===== src/rtl/bridge_pkg.sv =====
package bridge_pkg;
  localparam int unsigned BYTE_W = 8;
  localparam int unsigned NIB_W  = BYTE_W / 2;
  localparam int unsigned MAX_BULK = 16;
  localparam int unsigned BULK_W = $clog2(MAX_BULK) + 1;

  typedef enum logic [1:0] {MODE_TERM = 2'd0, MODE_BB = 2'd1, MODE_SPI = 2'd2} mode_e;
  typedef enum logic [1:0] {RPL_NONE, RPL_BYTE, RPL_BBIO, RPL_SPI} reply_e;
  typedef enum logic [1:0] {ACT_NONE, ACT_NIB, ACT_BULK} act_e;

  typedef struct packed {
    logic              mode_we;
    mode_e             next_mode;
    reply_e            reply;
    logic [BYTE_W-1:0] rbyte;
    act_e              act;
    logic [BULK_W-1:0] bulk_cnt;
    logic              cs_we;
    logic              cs_val;
    logic              per_we;
    logic              spd_we;
    logic              cfg_we;
    logic              hi_we;
    logic              zero_hit;
    logic              zero_miss;
  } dec_t;

  localparam logic [BYTE_W-1:0] ACK  = 8'h01;
  localparam logic [BYTE_W-1:0] NACK = 8'h00;
endpackage


===== src/rtl/cmd_decode.sv =====
module cmd_decode
  import bridge_pkg::*;
(
  input  mode_e             mode_i,
  input  logic [BYTE_W-1:0] byte_i,
  input  logic [3:0]        per_i,
  input  logic [2:0]        spd_i,
  input  logic [3:0]        cfg_i,
  output dec_t              dec_o
);
  logic [NIB_W-1:0] op, lo;
  assign op = byte_i[BYTE_W-1:NIB_W];
  assign lo = byte_i[NIB_W-1:0];

  always_comb begin
    dec_o           = '0;
    dec_o.next_mode = mode_i;
    dec_o.reply     = RPL_BYTE;
    dec_o.rbyte     = NACK;
    unique case (mode_i)
      MODE_TERM: begin
        dec_o.reply     = RPL_NONE;
        dec_o.zero_hit  = (byte_i == '0);
        dec_o.zero_miss = (byte_i != '0);
      end
      MODE_BB: begin
        if (byte_i == 8'h00) begin
          dec_o.reply = RPL_BBIO;
        end else if (byte_i == 8'h01) begin
          dec_o.mode_we = 1'b1; dec_o.next_mode = MODE_SPI; dec_o.reply = RPL_SPI;
        end else if (byte_i == 8'h0F) begin
          dec_o.mode_we = 1'b1; dec_o.next_mode = MODE_TERM; dec_o.rbyte = ACK;
        end
      end
      default: begin
        case (op)
          4'h0: begin
            case (lo)
              4'h0: begin dec_o.mode_we = 1'b1; dec_o.next_mode = MODE_BB; dec_o.reply = RPL_BBIO; end
              4'h1: dec_o.reply = RPL_SPI;
              4'h2, 4'h3: begin dec_o.cs_we = 1'b1; dec_o.cs_val = lo[0]; dec_o.rbyte = ACK; end
              default: ;
            endcase
          end
          4'h1: begin
            dec_o.act = ACT_BULK; dec_o.bulk_cnt = BULK_W'(lo) + BULK_W'(1); dec_o.rbyte = ACK;
          end
          4'h2: begin dec_o.act = ACT_NIB; dec_o.reply = RPL_NONE; end
          4'h3: begin dec_o.hi_we = 1'b1; dec_o.rbyte = ACK; end
          4'h4: begin dec_o.per_we = 1'b1; dec_o.rbyte = ACK; end
          4'h5: if (lo == '0) dec_o.rbyte = {op, per_i};
          4'h6: if (!lo[3]) begin dec_o.spd_we = 1'b1; dec_o.rbyte = ACK; end
          4'h7: if (lo == '0) dec_o.rbyte = {op, 1'b0, spd_i};
          4'h8: begin dec_o.cfg_we = 1'b1; dec_o.rbyte = ACK; end
          4'h9: if (lo == '0) dec_o.rbyte = {op, cfg_i};
          default: ;
        endcase
      end
    endcase
  end
endmodule


===== src/rtl/zero_run_counter.sv =====
module zero_run_counter #(
  parameter int unsigned RUN = 20
) (
  input  logic clk_i,
  input  logic rst_ni,
  input  logic hit_i,
  input  logic miss_i,
  output logic reached_o
);
  localparam int unsigned CNT_W = (RUN > 1) ? $clog2(RUN) : 1;
  logic [CNT_W-1:0] cnt_q;

  assign reached_o = hit_i && (cnt_q == CNT_W'(RUN - 1));

  always_ff @(posedge clk_i or negedge rst_ni) begin
    if (!rst_ni)                  cnt_q <= '0;
    else if (miss_i || reached_o) cnt_q <= '0;
    else if (hit_i)               cnt_q <= cnt_q + CNT_W'(1);
  end
endmodule


===== src/rtl/reply_seq.sv =====
module reply_seq
  import bridge_pkg::*;
(
  input  logic              clk_i,
  input  logic              rst_ni,
  input  logic              load_i,
  input  reply_e            kind_i,
  input  logic [BYTE_W-1:0] byte_i,
  input  logic              pop_i,
  output logic              valid_o,
  output logic              last_o,
  output logic [BYTE_W-1:0] data_o
);
  reply_e            kind_q;
  logic [2:0]        idx_q;
  logic [BYTE_W-1:0] byte_q;

  assign valid_o = (kind_q != RPL_NONE);

  always_comb begin
    last_o = 1'b1;
    data_o = byte_q;
    case (kind_q)
      RPL_BBIO: begin
        last_o = (idx_q == 3'd4);
        case (idx_q)
          3'd0, 3'd1: data_o = 8'h42;
          3'd2:       data_o = 8'h49;
          3'd3:       data_o = 8'h4F;
          default:    data_o = 8'h31;
        endcase
      end
      RPL_SPI: begin
        last_o = (idx_q == 3'd3);
        case (idx_q)
          3'd0:    data_o = 8'h53;
          3'd1:    data_o = 8'h50;
          3'd2:    data_o = 8'h49;
          default: data_o = 8'h31;
        endcase
      end
      default: ;
    endcase
  end

  always_ff @(posedge clk_i or negedge rst_ni) begin
    if (!rst_ni) begin
      kind_q <= RPL_NONE;
      idx_q  <= '0;
      byte_q <= '0;
    end else if (load_i) begin
      kind_q <= kind_i;
      idx_q  <= '0;
      byte_q <= byte_i;
    end else if (pop_i) begin
      if (last_o) kind_q <= RPL_NONE;
      else        idx_q  <= idx_q + 3'd1;
    end
  end
endmodule


===== src/rtl/spi_cmd_bridge.sv =====
module spi_cmd_bridge
  import bridge_pkg::*;
#(
  parameter int unsigned ZERO_RUN = 20
) (
  input  logic              clk_i,
  input  logic              rst_ni,
  input  logic              rx_valid_i,
  input  logic [BYTE_W-1:0] rx_data_i,
  output logic              rx_ready_o,
  output logic              tx_valid_o,
  output logic [BYTE_W-1:0] tx_data_o,
  input  logic              tx_ready_i,
  output logic              xfer_req_o,
  output logic [BYTE_W-1:0] xfer_data_o,
  input  logic              xfer_done_i,
  input  logic [BYTE_W-1:0] xfer_data_i,
  output logic [1:0]        mode_o,
  output logic              cs_o,
  output logic              pwr_en_o,
  output logic              pullup_en_o,
  output logic              aux_o,
  output logic [2:0]        speed_o,
  output logic [3:0]        spi_cfg_o
);
  typedef enum logic [1:0] {ST_CMD, ST_BULK, ST_XFER, ST_REPLY} st_e;

  st_e               st_q;
  mode_e             mode_q;
  logic [3:0]        per_q;   // {power, pull-up, aux, cs}
  logic [2:0]        spd_q;
  logic [3:0]        cfg_q;
  logic [NIB_W-1:0]  hi_q;
  logic [BYTE_W-1:0] xd_q;
  logic [BULK_W-1:0] left_q;

  dec_t              dec;
  logic              cmd_acc, bulk_acc, run_done;
  logic              seq_load, seq_valid, seq_last, pop;
  reply_e            seq_kind;
  logic [BYTE_W-1:0] seq_byte;

  assign rx_ready_o = (st_q == ST_CMD) || (st_q == ST_BULK);
  assign cmd_acc    = rx_valid_i && (st_q == ST_CMD);
  assign bulk_acc   = rx_valid_i && (st_q == ST_BULK);
  assign pop        = (st_q == ST_REPLY) && seq_valid && tx_ready_i;

  cmd_decode u_dec (
    .mode_i (mode_q),
    .byte_i (rx_data_i),
    .per_i  (per_q),
    .spd_i  (spd_q),
    .cfg_i  (cfg_q),
    .dec_o  (dec)
  );

  zero_run_counter #(.RUN(ZERO_RUN)) u_zero (
    .clk_i     (clk_i),
    .rst_ni    (rst_ni),
    .hit_i     (cmd_acc && dec.zero_hit),
    .miss_i    (cmd_acc && dec.zero_miss),
    .reached_o (run_done)
  );

  always_comb begin
    seq_load = 1'b0;
    seq_kind = RPL_NONE;
    seq_byte = dec.rbyte;
    if ((st_q == ST_XFER) && xfer_done_i) begin
      seq_load = 1'b1;
      seq_kind = RPL_BYTE;
      seq_byte = xfer_data_i;
    end else if (cmd_acc) begin
      if (run_done) begin
        seq_load = 1'b1;
        seq_kind = RPL_BBIO;
      end else if (dec.reply != RPL_NONE) begin
        seq_load = 1'b1;
        seq_kind = dec.reply;
      end
    end
  end

  reply_seq u_rpl (
    .clk_i   (clk_i),
    .rst_ni  (rst_ni),
    .load_i  (seq_load),
    .kind_i  (seq_kind),
    .byte_i  (seq_byte),
    .pop_i   (pop),
    .valid_o (seq_valid),
    .last_o  (seq_last),
    .data_o  (tx_data_o)
  );

  always_ff @(posedge clk_i or negedge rst_ni) begin
    if (!rst_ni) begin
      st_q   <= ST_CMD;
      mode_q <= MODE_TERM;
      per_q  <= 4'b0001;
      spd_q  <= 3'b000;
      cfg_q  <= 4'b0010;
      hi_q   <= '0;
      xd_q   <= '0;
      left_q <= '0;
    end else begin
      case (st_q)
        ST_CMD: if (cmd_acc) begin
          if (dec.mode_we) mode_q <= dec.next_mode;
          if (run_done)    mode_q <= MODE_BB;
          if (dec.cs_we)   per_q[0] <= dec.cs_val;
          if (dec.per_we)  per_q <= rx_data_i[3:0];
          if (dec.spd_we)  spd_q <= rx_data_i[2:0];
          if (dec.cfg_we)  cfg_q <= rx_data_i[3:0];
          if (dec.hi_we)   hi_q  <= rx_data_i[NIB_W-1:0];
          case (dec.act)
            ACT_NIB: begin
              xd_q <= {hi_q, rx_data_i[NIB_W-1:0]};
              st_q <= ST_XFER;
            end
            ACT_BULK: begin
              left_q <= dec.bulk_cnt;
              st_q   <= ST_REPLY;
            end
            default: if (seq_load) st_q <= ST_REPLY;
          endcase
        end
        ST_BULK: if (bulk_acc) begin
          xd_q   <= rx_data_i;
          left_q <= left_q - BULK_W'(1);
          st_q   <= ST_XFER;
        end
        ST_XFER: if (xfer_done_i) st_q <= ST_REPLY;
        default: if (pop && seq_last) st_q <= (left_q != '0) ? ST_BULK : ST_CMD;
      endcase
    end
  end

  assign tx_valid_o  = seq_valid;
  assign xfer_req_o  = (st_q == ST_XFER);
  assign xfer_data_o = xd_q;
  assign mode_o      = mode_q;
  assign pwr_en_o    = per_q[3];
  assign pullup_en_o = per_q[2];
  assign aux_o       = per_q[1];
  assign cs_o        = per_q[0];
  assign speed_o     = spd_q;
  assign spi_cfg_o   = cfg_q;
endmodule


===== config.mk =====
export PLATFORM = sky130hd
export DESIGN_NAME = spi_cmd_bridge
export DESIGN_NICKNAME = d
export VERILOG_FILES = /design/src/rtl/bridge_pkg.sv /design/src/rtl/cmd_decode.sv /design/src/rtl/zero_run_counter.sv /design/src/rtl/reply_seq.sv /design/src/rtl/spi_cmd_bridge.sv
export SDC_FILE = /design/constraint.sdc
export NUM_CORES = 1
export LEC_CHECK = 0
export BUFFER_PORTS_ARGS = -buffer_cell sky130_fd_sc_hd__clkbuf_2
export CAP_MARGIN = 20
export CORE_MARGIN = 1
export CORE_UTILIZATION = 50
export CTS_CLUSTER_DIAMETER = 100
export DETAILED_ROUTE_END_ITERATION = 12
export PLACE_DENSITY = 0.72
export SYNTH_ARGS = -nofsm -noshare
export SYNTH_HDL_FRONTEND = slang
export SYNTH_SLANG_ARGS = --single-unit

===== constraint.sdc =====
create_clock -name clk_i -period 2.6 [get_ports clk_i]
set_clock_uncertainty 0.2 [all_clocks]
set_input_delay 0.13 -clock clk_i [delete_from_list [all_inputs] [get_ports clk_i]]
set_output_delay 0.13 -clock clk_i [all_outputs]
set_load 0.05 [all_outputs]

Yosys cells after proc, flatten, opt, wreduce, memory -nomap -nowiden --
Index checks and enable logic that the tools add are counted.
Storage, ports and cells: bits in latches 0, RAM bits 0, bits in read-only memories 0, input port bits 21, output and inout bits 32, bits in registers 50, memories 0, logic and storage cells 172
Cells by class: muxes and demuxes 73, shifts and indexed selects 0, reduce and logical (&&, ||, !) cells 45, divide/modulo/power cells 0, eq/ne operators 37, multiply operators 0, add/subtract/negate cells 4, order comparisons 0, bitwise logic cells 0
Operators by type and width (number):
- 8-bit 2-to-1 mux | 9
- 8-bit one-hot mux with 2 select lines | 3
- 8-bit one-hot mux with 6 select lines | 1
- 7-bit one-hot mux with 3 select lines | 2
- 2-bit 2-to-1 mux | 19
- 5-bit 2-to-1 mux | 6
- 3-bit 2-to-1 mux | 8
- 2-bit one-hot mux with 2 select lines | 5
- 4-bit by 2-bit == test with 1-bit output, second input constant | 4
- 4-bit by 3-bit == test with 1-bit output, second input constant | 4
- 2-bit nonzero test | 8
- 1-bit 2-to-1 mux | 15
- 3-bit AND reduction | 5
- 13-bit 2-to-1 mux | 1
- 2-bit == test, second input constant | 5
- 5-bit one-hot mux with 2 select lines | 1
- 1-bit logical AND | 9
- 4-bit by 1-bit == test with 1-bit output, second input constant | 2
- 4-bit == test, second input constant | 2
- 8-bit by 1-bit == test with 1-bit output, second input constant | 1
- 8-bit by 4-bit == test with 1-bit output, second input constant | 1
- 4-bit zero test | 2
- 8-bit zero test | 1
- 2-bit by 1-bit inequality test with 1-bit output, second input constant | 4
- 29 further kinds | 41

Logic depth before layout (Yosys ltp) --
depth after elaboration 13, depth in mapped cells 9

Modules after synthesis --
From an unflattened synthesis, not the netlist that was laid out.
Second synthesis, totals: cell total of the unflattened synthesis 365, area total of the unflattened synthesis 3442.1 um2
By module, submodules not included:
- spi_cmd_bridge | cells each 147, instances 1, seq. area each 803.3 um2, area an instance 1734.2 um2
- reply_seq | cells each 82, instances 1, seq. area each 325.3 um2, area an instance 808.3 um2
- cmd_decode | cells each 111, instances 1, seq. area each 0.0 um2, area an instance 640.6 um2
- zero_run_counter | cells each 25, instances 1, seq. area each 125.1 um2, area an instance 259.0 um2

Worst setup path before layout --
Ideal clock, no wire load.
path kind flip-flop to flip-flop, start point register mode_q[1] (netlist: mode_o[1]), end point register xd_q[4] (netlist: xfer_data_o[4]), path buffers 2, stages on the path, launching flop included 8, data arrival time 2.208 ns, library setup time 0.135 ns, setup slack 0.056 ns, cells stage by stage dfrtp_1 > clkbuf_1 > and2_1 > nand3_1 > ha_1 > o21ai_0 > clkbuf_1 > o21ai_0
On the way: cells in the longest elaborated chain, start to end 6, elaborated cells on any way between the ends 7, those cells by class eq/ne (3); mux (1); reduce/logical (3)
Ends and longest elaborated chain:
- start: declaration | RTL line spi_cmd_bridge.sv:29 | mode_e mode_q;
- start signal: assignment | RTL line spi_cmd_bridge.sv:109 | if (dec.mode_we) mode_q <= dec.next_mode;
- 2-bit by 1-bit == test with 1-bit output or 2-bit zero test (tied branches) | RTL line cmd_decode.sv:20 | unique case (mode_i)
- 2-bit OR reduction (no line) (*)
- 13-bit 2-to-1 mux (*) | RTL line cmd_decode.sv:20
- 2-bit by 1-bit == test with 1-bit output (*) | RTL line spi_cmd_bridge.sv:116 | case (dec.act)
- 2-bit by 1-bit inequality test with 1-bit output (no line) (*)
- 4-bit AND reduction (no line) (*)
- end signal: assignment | RTL line spi_cmd_bridge.sv:118 | xd_q <= {hi_q, rx_data_i[NIB_W-1:0]};
- end signal: assignment | RTL line spi_cmd_bridge.sv:129 | xd_q <= rx_data_i;
- end: declaration | RTL line spi_cmd_bridge.sv:34 | logic [BYTE_W-1:0] xd_q;
Mark *: on every way between the ends. The rest lies on a longest branch, timed or not. A chain may end at the register's enable or synchronous reset.

Worst setup path in the final report --
start point register u_zero.cnt_q[0], end point register u_rpl.byte_q[5]
On the way: cells in the longest elaborated chain, start to end 5
Ends and longest elaborated chain:
- start: declaration | RTL line zero_run_counter.sv:11 | logic [CNT_W-1:0] cnt_q;
- start signal: assignment | RTL line zero_run_counter.sv:18 | else if (hit_i) cnt_q <= cnt_q + CNT_W'(1);
- 5-bit == test | RTL line zero_run_counter.sv:13 | assign reached_o = hit_i && (cnt_q == CNT_W'(RUN - 1));
- 1-bit logical AND | RTL line zero_run_counter.sv:13
- 1-bit 2-to-1 mux | RTL line spi_cmd_bridge.sv:74 | if (run_done) begin
- 1-bit 2-to-1 mux | RTL line spi_cmd_bridge.sv:73 | end else if (cmd_acc) begin
- 1-bit 2-to-1 mux | RTL line spi_cmd_bridge.sv:69 | if ((st_q == ST_XFER) && xfer_done_i) begin
- end signal: assignment | RTL line reply_seq.sv:54 | byte_q <= byte_i;
- end: declaration | RTL line reply_seq.sv:16 | logic [BYTE_W-1:0] byte_q;
Every way passes these cells.

==> impl_results.md <==
- Core Area: 0.00606 mm²
- Initial core utilization: 0.531
- Placer Congestion: 0.898
- CTS buffer count: 5
- Post-route clock period utilization: 0.924
- Antenna violations before repair: 0
- H-tree depth: 2
- Commonest non-fill, non-tap cells in the layout: clkbuf_2 (52), dfrtp_1 (48), nand2_1 (33), nor2_1 (29), o21ai_0 (28)
- Final Cell Area: 0.00380 mm²
- DR vias/cell: 5.79
- WP data required: 2.64 ns
- Worst-margin pin slew: 0.635 ns
- Fmax: 416 MHz
- Maximum clock path buffer count: 2
- Clock-pin slew on the worst setup and hold paths: 0.10 ns
- RSZ-0062 raised after global routing: false
- Mapped Cells: 344
- Setup-failing EPs final: 0
- Routed Antenna Nets: 0
- Vias in the first global route: 2514
- Hold crit path type: in2reg
- Layout cells sized above 1: 0.255
- Synthesis-to-finish area growth: 18.1%
- Synth warn: 0
- Pre-antenna DRT Iters: 4
- Worst setup margin: 0.198 ns
- Outcome: finished clean
- Worst Path Arrival: 2.44 ns
- Drt drc: 0
- Post-synth EDFFs: 0
- Final Hold Vio Count: 0
- Root Driver: clkbuf_8
- Seq cells post-synth: 50
- First-pass GRT wire length: 12.4 mm
- CP Max Fanout: 8
- Leak pwr: 1.78 nW
- Slew headroom: 0.576
- Clk Latency, worst-skew pair: 0.31 ns
- Die area: 0.00676 mm²
- Critical path cell sequence: ha_1 -> nand4bb_1 -> a21boi_0 -> o211ai_2 -> a2111oi_1 -> a221o_1
- Layout Nets: 442
- CTS tree: yes
- Maxcap violations: 0
- DRT iter0 DRCs: 189
- Global Route Usage Sum: 0.243
- N_diodes: 0
- Hpwl dp: 5.63 mm
- Routed WL per cell: 15.8 µm
- Unique masters post-synth: 74
- Die span in y: 82.2 µm
- Crit end category: flip-flop
- Setup WS pre-CTS: 0.167 ns
- WS Path Type: reg2reg
- Placed Instance Area: 0.00356 mm²
- Critical Path Start Type: flip-flop
- Setup tns final: 0 ns
- Die Wd: 82.2 µm
- Crit-path max cell delay: 0.56 ns
- Syn Nets: 379
- Via count: 2798
- Commonest non-fill, non-tap cell in the layout: clkbuf_2
- Ys async rst share: 1.00
- Gr ovfl total: 0
- Fin. max-slew vios: 0
- IO Port Bufs: 52
- Fill count: 531
- Worst path slowest cell: a2111oi_1
- Drt total wl: 7.62 mm
- Avg Cell Area, Syn: 9.35 µm²
- Max VDD drop: 0.653 mV
- Fin crit period: 2.40 ns
- TritonCTS sink count: 50
- Post-synthesis cell area: 0.00322 mm²
- Post-CTS Setup Inserts: 0
- Post-synthesis sequential area ratio: 0.390
- Pin count of the biggest net entering global routing: 51
- Rows: 28
- Io pins: 53
- Main synth FF type: dfrtp_1
- PD cells: 787 mW/mm²
## final timing paths
path / to / depth (start not counted) / slack (ns) / start
setup / recovery: u_rpl.byte_q[5]$_DFFE_PN0P_ / 6 / 0.20 / u_zero.cnt_q[0]$_DFFE_PN0P_
hold / removal: left_q[0]$_DFFE_PN0P_ / 3 / 0.02 / rx_data_i[0]
setup reg to reg: u_rpl.byte_q[5]$_DFFE_PN0P_ / 6 / 0.20 / u_zero.cnt_q[0]$_DFFE_PN0P_
hold reg to reg: xfer_data_o[7]$_DFFE_PN0P_ / 2 / 0.30 / xfer_data_o[7]$_DFFE_PN0P_
max in group asynchronous: speed_o[1]$_DFFE_PN0P_ / 3 / 1.50 / rst_ni
min in group asynchronous: u_zero.cnt_q[2]$_DFFE_PN0P_ / 3 / 0.25 / rst_ni
## layer usage
metal	GRT usage	up-vias	wire (µm)
met5	0	-	0
met4	0.0561	0	77
met3	0.0341	8	330
met2	0.398	71	3580
met1	0.341	1338	3640
li1	-	1381	-
## registers in the layout, indices dropped and copies added (netlist names)
register and flops:
hi_q 4, left_q 5, mode_o 2, per_q 4, speed_o 3, spi_cfg_o 4
st_q 2, u_rpl.byte_q 8, u_rpl.idx_q 3, u_rpl.kind_q 2, u_zero.cnt_q 5, xfer_data_o 8
## Yosys cell counts (6+ instances only)
master | n | area [µm²]
dfrtp_1 | 48 | 1200
nand2_1 | 33 | 124
nor2_1 | 29 | 109
o21ai_0 | 28 | 140
inv_1 | 16 | 60.1
mux2_2 | 16 | 180
ha_1 | 14 | 175
nand3_1 | 13 | 65.1
a21oi_1 | 10 | 50.1
clkbuf_1 | 10 | 37.5
a31oi_1 | 7 | 43.8
nor2b_1 | 7 | 43.8
mux2i_1 | 6 | 60.1
nor3_1 | 6 | 30.0
## cell families (layout without fill, tap and decap cells)
family          after synthesis  count (layout)  synth area share
compound gates               86              86             0.188
xor+xnor                      3               3           0.00817
fa+ha+maj                    14              14            0.0545
buf+inv                      35              99            0.0451
flops                        50              50             0.390
mux                          26              26            0.0911
simple gates                130             130             0.224
## final cells by class
cell class / instances / area (µm²) / share of cell area
multi-input combinational: 259 / 1820 / 0.478
sequential: 50 / 1250 / 0.330
timing repair buffer: 74 / 455 / 0.120
tap: 75 / 93.8 / 0.0247
clock buffer: 5 / 68.8 / 0.0181
inverter: 17 / 63.8 / 0.0168
clock inverter: 3 / 45.0 / 0.0119
## critical path, delay by kind of cell, from the launching register on
kind	cells	cell delay, ns
AO/OA/AOI/OAI	4	1.32
adder cells (fa/ha/maj)	1	0.24
AND/OR/NAND/NOR	1	0.19
flip-flops	1	0.39
## repair_timing
| action | CTS | global route |
|---|---|---|
| gates resized for setup | 0 | 0 |
| hold endpoints to repair | 61 | 0 |
| hold buffers | 12 | 0 |
## stage by stage
step	util	hold WS, ns	power, W	cells
after global placement	0.588	0.0748	0.00242	463
after floorplan	-	-0.366	0.00212	344
after detailed placement	0.588	0.0791	0.00243	463
after global routing	0.627	0.0386	0.00318	483
final	0.627	0.0212	0.00299	483
after CTS	0.627	0.0148	0.00301	483
## report_power, final
part           internal [W]  total [W]  switching, W
clock network      0.000286   0.000546      0.000260
registers          0.000943    0.00111      0.000170
logic              0.000425    0.00133      0.000902
(Power assumes the default switching activity.)
